File: src/rtl/regport_pkg.sv
`timescale 1ns/1ps
package regport_pkg;
    parameter int unsigned RP_DATA_W   = 16;
    parameter int unsigned RP_ADDR_W   = 7;
    parameter int unsigned RP_MASK_SEL = 3;

    typedef logic [RP_DATA_W-1:0] word_t;
    typedef logic [RP_ADDR_W-1:0] addr_t;

    typedef struct packed {
        addr_t addr;
        word_t data;
    } wr_req_t;

    // Writable-bit mask: the top (low-address-bits) positions are reserved.
    function automatic word_t mask_of(input logic [RP_MASK_SEL-1:0] sel);
        word_t ones;
        ones = '1;
        return ones >> sel;
    endfunction
endpackage

File: src/rtl/rp_write_arb.sv
`timescale 1ns/1ps
module rp_write_arb
    import regport_pkg::*;
(
    input  logic    clk,
    input  logic    rst,
    input  logic    usr_wr,
    input  wr_req_t usr_req,
    input  logic    cal_wr,
    input  wr_req_t cal_req,
    output logic    commit_v,
    output wr_req_t commit_req,
    output logic    rdy
);
    logic    u_stage_v, c_stage_v, park_v, rdy_q;
    wr_req_t u_stage, c_stage, park_q;
    logic    usr_take, collide, replay_go;

    always_comb begin
        usr_take  = usr_wr && rdy_q;
        collide   = usr_take && cal_wr;
        replay_go = park_v && !cal_wr && !c_stage_v;
    end

    // Calibration pipeline stage: always advances.
    always_ff @(posedge clk) begin
        if (rst) begin
            c_stage_v <= 1'b0;
            c_stage   <= '0;
        end else begin
            c_stage_v <= cal_wr;
            if (cal_wr) c_stage <= cal_req;
        end
    end

    // User pipeline stage: fresh accepted write or replay of the parked one.
    always_ff @(posedge clk) begin
        if (rst) begin
            u_stage_v <= 1'b0;
            u_stage   <= '0;
        end else begin
            u_stage_v <= (usr_take && !cal_wr) || replay_go;
            if (replay_go)      u_stage <= park_q;
            else if (usr_take)  u_stage <= usr_req;
        end
    end

    // Single-entry holding store and ready flag.
    always_ff @(posedge clk) begin
        if (rst) begin
            park_v <= 1'b0;
            park_q <= '0;
            rdy_q  <= 1'b1;
        end else if (collide) begin
            park_v <= 1'b1;
            park_q <= usr_req;
            rdy_q  <= 1'b0;
        end else if (replay_go) begin
            park_v <= 1'b0;
            rdy_q  <= 1'b1;
        end
    end

    always_comb begin
        commit_v   = c_stage_v || u_stage_v;
        commit_req = c_stage_v ? c_stage : u_stage;
        rdy        = rdy_q;
    end

    AST_ONE_COMMIT: assert property (@(posedge clk) disable iff (rst)
        !(c_stage_v && u_stage_v));
    AST_PARK_HELD: assert property (@(posedge clk) disable iff (rst)
        park_v |=> (!park_v || $stable(park_q)));
    AST_DROP_LOW: assert property (@(posedge clk) disable iff (rst)
        (usr_wr && !rdy_q && !replay_go) |=> !u_stage_v);
    AST_REPLAY_RDY: assert property (@(posedge clk) disable iff (rst)
        replay_go |=> (rdy_q && u_stage_v && !park_v));
    AST_COLLIDE_LOW: assert property (@(posedge clk) disable iff (rst)
        collide |=> (!rdy_q && park_v && c_stage_v));
endmodule

File: src/rtl/rp_reg_bank.sv
`timescale 1ns/1ps
module rp_reg_bank
    import regport_pkg::*;
#(
    parameter int unsigned NUM_REGS = 74
) (
    input  logic    clk,
    input  logic    rst,
    input  logic    wr_v,
    input  wr_req_t wr_req,
    input  logic    rd_en,
    input  addr_t   rd_addr,
    output word_t   rdata
);
    localparam addr_t LAST_ADDR = addr_t'(NUM_REGS - 1);

    word_t regs_q [NUM_REGS];
    word_t rd_word;

    for (genvar i = 0; i < NUM_REGS; i++) begin : g_reg
        localparam word_t WMASK = mask_of(RP_MASK_SEL'(i));
        always_ff @(posedge clk) begin
            if (rst)
                regs_q[i] <= '0;
            else if (wr_v && wr_req.addr == addr_t'(i))
                regs_q[i] <= wr_req.data & WMASK;
        end
    end

    always_comb begin
        rd_word = '0;
        for (int j = 0; j < NUM_REGS; j++) begin
            if (rd_addr == addr_t'(j)) rd_word = regs_q[j];
        end
    end

    always_ff @(posedge clk) begin
        if (rst)
            rdata <= '0;
        else if (rd_en)
            rdata <= rd_word;
    end

    AST_UNMAPPED_ZERO: assert property (@(posedge clk) disable iff (rst)
        (rd_en && rd_addr > LAST_ADDR) |=> (rdata == '0));
    AST_RSVD_ZERO: assert property (@(posedge clk) disable iff (rst)
        rd_en |=> ((rdata & ~mask_of($past(rd_addr[RP_MASK_SEL-1:0]))) == '0));
    AST_RDATA_HOLD: assert property (@(posedge clk) disable iff (rst)
        !rd_en |=> $stable(rdata));
endmodule

File: src/rtl/rp_reg_port.sv
`timescale 1ns/1ps
module rp_reg_port
    import regport_pkg::*;
#(
    parameter int unsigned NUM_REGS = 74
) (
    input  logic                 clk,
    input  logic                 rst,
    input  logic                 usr_sel,
    input  logic                 usr_we,
    input  logic [RP_ADDR_W-1:0] usr_addr,
    input  logic [RP_DATA_W-1:0] usr_wdata,
    output logic [RP_DATA_W-1:0] usr_rdata,
    output logic                 usr_rdy,
    input  logic                 cal_we,
    input  logic [RP_ADDR_W-1:0] cal_addr,
    input  logic [RP_DATA_W-1:0] cal_wdata
);
    wr_req_t usr_req, cal_req, commit_req;
    logic    usr_wr, usr_rd, commit_v;

    always_comb begin
        usr_wr       = usr_sel && usr_we;
        usr_rd       = usr_sel && !usr_we;
        usr_req.addr = usr_addr;
        usr_req.data = usr_wdata;
        cal_req.addr = cal_addr;
        cal_req.data = cal_wdata;
    end

    rp_write_arb arb_i (
        .clk        (clk),
        .rst        (rst),
        .usr_wr     (usr_wr),
        .usr_req    (usr_req),
        .cal_wr     (cal_we),
        .cal_req    (cal_req),
        .commit_v   (commit_v),
        .commit_req (commit_req),
        .rdy        (usr_rdy)
    );

    rp_reg_bank #(.NUM_REGS(NUM_REGS)) bank_i (
        .clk     (clk),
        .rst     (rst),
        .wr_v    (commit_v),
        .wr_req  (commit_req),
        .rd_en   (usr_rd),
        .rd_addr (usr_addr),
        .rdata   (usr_rdata)
    );

    AST_RST_RDY: assert property (@(posedge clk)
        rst |=> usr_rdy);
endmodule

File: config.mk
export PLATFORM = sky130hd
export DESIGN_NAME = rp_reg_port
export DESIGN_NICKNAME = d
export VERILOG_FILES = /design/src/rtl/regport_pkg.sv /design/src/rtl/rp_write_arb.sv /design/src/rtl/rp_reg_bank.sv /design/src/rtl/rp_reg_port.sv
export SDC_FILE = /design/constraint.sdc
export NUM_CORES = 2
export LEC_CHECK = 0
export BUFFER_PORTS_ARGS = -buffer_cell sky130_fd_sc_hd__clkbuf_2
export CELL_PAD_IN_SITES_DETAIL_PLACEMENT = 0
export CELL_PAD_IN_SITES_GLOBAL_PLACEMENT = 1
export CORE_MARGIN = 2
export CORE_UTILIZATION = 35
export DETAILED_ROUTE_END_ITERATION = 8
export PLACE_DENSITY_LB_ADDON = 0.1
export SLEW_MARGIN = 30
export SYNTH_ARGS = -nofsm -noshare
export SYNTH_HDL_FRONTEND = slang
export SYNTH_SLANG_ARGS = --single-unit
File: constraint.sdc
create_clock -name clk -period 5.9 [get_ports clk]
set_input_delay 0.885 -clock clk [delete_from_list [all_inputs] [get_ports clk]]
set_output_delay 0.885 -clock clk [all_outputs]
set_load 0.1 [all_outputs]
==> flow_metrics.env <==
export IMPL_slew_violations=0
export IMPL_tightest_slew_ns=1.15
export IMPL_cts_resized_gates=0
export IMPL_netlist_instances=4492
export IMPL_core_area_sq_mm=0.137
export IMPL_dr_pass1_iters=6
export IMPL_vias_per_cell=6.38
export IMPL_multi_input_area_sq_mm=0.0169
export IMPL_start_kind="input port"
export IMPL_postRouteAntennaNets=0
export IMPL_drc_errors=0
export IMPL_clock_path_buffers=3
export IMPL_post_route_period_util_pct=87.4
export IMPL_synth_main_ff_cell="edfxtp_1"
export IMPL_synth_seq_area_share_pct=61.8
export IMPL_place_ws_ns=0.225
export IMPL_post_route_min_period_ns=5.16
export IMPL_portBuffers=67
export IMPL_yosys_warnings=0
export IMPL_cts_setup_buffers=0
export IMPL_slew_headroom_pct=23.5
export IMPL_vdd_drop_max_uv=228
export IMPL_fmax_mhz=194
export IMPL_ctsHoldBuffers=0
export IMPL_yosysTopAreaCell="edfxtp_1"
export IMPL_regArea_sq_mm=0.0297
export IMPL_wl_um=252000
export IMPL_grt_overflow_total=0
export IMPL_hp_class="in -> reg"
export IMPL_grt_setup_unrepaired="no"
export IMPL_postSynthAreaPerCell_sq_um=10.7
export IMPL_ys_ff_latch=1020
export IMPL_die_h_um=375
export IMPL_crit_fanout=24
export IMPL_n_fill_cell=13400
export IMPL_clock_skew_ns=0.0430
export IMPL_synth_edff_count=931
export IMPL_grt_pass1_wl_um=339000
export IMPL_track_usage_pct=35.1
export IMPL_yosys_area_top_type_share_pct=58.1
export IMPL_cts_root_buf="clkbuf_16"
export IMPL_outcome="completed"
export IMPL_p_leak_uw=0.0186
export IMPL_cts_sinks=1020
export IMPL_drive_gt1_share_pct=12.6
export IMPL_synthArstFlopShare_pct=0
export IMPL_cap_violations=0
export IMPL_first_iter_violations=6552
export IMPL_grt_max_degree=105
export IMPL_start_util_pct=35.1
export IMPL_nets=4528
export IMPL_power_density_mw_per_mm2=316
export IMPL_dpl_hpwl_um=173000
export IMPL_worstSetupEndpointType="register"
export IMPL_cp_required_ns=6.59
export IMPL_cts_max_level=3
export IMPL_gp_congestion=1.03
export IMPL_path_class="in -> reg"
export IMPL_setup_slack_ns=0.744
export IMPL_vias=40700
export IMPL_cts_buffers=117
export IMPL_netlist_area_sq_mm=0.0481
export IMPL_wire_per_inst_um=39.5
export IMPL_num_rows=136
export IMPL_finalHoldViolCount=0
export IMPL_syn_to_final_growth_pct=13.6
export IMPL_dieArea_sq_mm=0.140
export IMPL_fp_dieW_um=375
export IMPL_fin_util_pct=39.9
export IMPL_synthTopCellsByArea="edfxtp_1, nor2_1, dfxtp_1"
export IMPL_ios=68
export IMPL_path_clk_slew_ns=0.06
export IMPL_clk_latency_ns=0.78
export IMPL_cts_tree="done"
export IMPL_synth_cell_types=103
export IMPL_grt_pass1_vias=37600
export IMPL_setup_viol=0
export IMPL_antenna_found_initial=11
export IMPL_synth_nets=4543
export IMPL_cp_arrival_ns=5.85
layout make-up:
class,count,area share [%]
antenna,6,0.0275
inverter,29,0.208
clock inverter,71,1.11
clock buffer,150,5.68
timing repair buffer,266,3.56
tap,1794,4.11
multi-input combinational,3043,30.9
sequential,1020,54.4
layout by cell type (no fill, tap or decap), types with 14 or more instances in the layout:
cell type	synthesis	layout
a31oi_1	36	36
clkbuf_1	221	29
a21oi_1	242	242
nand4_1	16	16
a2111oi_0	21	17
o21ai_0	177	175
nand2_1	354	352
nor2_1	1179	1164
mux2i_1	72	56
dfxtp_1	89	88
clkinv_2	0	35
o2111ai_1	17	17
o31ai_1	14	14
a2bb2oi_1	20	20
clkbuf_16	0	118
clkinv_1	0	17
and3_1	15	15
nor2_2	8	21
a221oi_1	48	48
nand2b_1	30	30
a22o_1	16	16
a221o_1	15	15
buf_4	16	193
a211o_1	16	16
o21bai_1	22	15
o211ai_1	33	33
clkbuf_2	5	62
o221ai_1	33	33
a22oi_1	49	49
mux2_2	22	22
o22ai_1	61	61
nor2b_1	20	17
nand3_1	55	54
mux2i_4	0	16
nor3_1	73	69
a311oi_1	31	31
inv_1	28	26
a211oi_1	30	29
a21o_1	87	86
edfxtp_1	931	931
through the flow:
step	total power, uW	cell area, sq um	hold slack [ns]	TNS [ns]	instances
CTS	17200	54600	0.321	0	6373
global placement	10100	50800	0.443	-0.231	6151
detailed placement	10100	50900	0.447	0	6152
global route	17600	54600	0.362	0	6373
finish	17300	54700	0.342	0	6379
floorplan	9140	48100	0.437	0	4492
power by group:
group / total [uW] / switching, uW / internal (uW)
clock network: 7310 / 3250 / 4060
registers: 8270 / 147 / 8130
logic: 1700 / 1350 / 342
cell families (layout without fill, tap and decap cells):
group	after synthesis	in the layout	synth area share, %
simple gates	1872	1872	16.7
compound gates	1073	1073	15.4
flops	1020	1020	61.8
buf+inv	429	516	3.99
mux	97	97	2.15
xor+xnor	1	1	0.0182
other cells	0	6	0
flip-flops by register name, summed over array words and instances, names as in the netlist:
register / flops
arb_i.u_stage: 23
arb_i.c_stage: 23
arb_i.u_stage_v: 1
arb_i.park_v: 1
arb_i.c_stage_v: 1
arb_i.park_q: 23
arb_i.rdy: 1
bank_i.rdata: 16
bank_i.regs_q: 931
path summary, 6_finish.rpt:
kind	start	to	slack, ns	cells past startpoint
setup / recovery	usr_addr[4]	bank_i.rdata[3]	0.74	9
hold / removal	usr_wdata[12]	arb_i.park_q[12]	0.34	3
hold reg to reg	arb_i.park_q[13]	arb_i.park_q[13]	0.45	2
setup reg to reg	arb_i.c_stage_v	bank_i.regs_q[2][20]	2.09	5
worst max-delay path, cell delays in order:
cell	delay (ns)
clkbuf_2	0.72
nand3b_1	0.94
nor2_2	0.91
a21o_1	0.18
o31ai_1	0.09
nor3_1	0.84
nand4_1	0.66
a22o_1	0.39
a31oi_1	0.17
per-layer routing:
layer / up-vias / wire [um] / track usage [%]
met5: - / 45 / 0
met2: 2722 / 107000 / 50.8
met1: 21000 / 107000 / 50.3
met4: 8 / 11600 / 14.4
li1: 16500 / - / -
met3: 489 / 27000 / 8.14
cells in the mapped netlist, drive strengths merged (10+ instances only):
cell type / instances
a22oi: 49
a2111oi: 28
mux2i: 72
o21bai: 22
o211ai: 33
nor4: 14
nand3: 55
a221o: 15
o21a: 12
and3: 15
a211oi: 30
nand4: 16
nand2b: 30
nor2b: 20
edfxtp: 931
buf: 174
a31oi: 36
nor3b: 14
nor2: 1188
a221oi: 49
dfxtp: 89
mux2: 22
a311oi: 31
a21o: 87
o31ai: 14
nor3: 76
o2111ai: 17
a2bb2oi: 20
a22o: 16
a211o: 16
nand2: 356
a21oi: 242
o22ai: 62
clkbuf: 226
or3: 11
a32oi: 10
o221ai: 33
inv: 29
o21ai: 184
(Power assumes the default switching activity.)
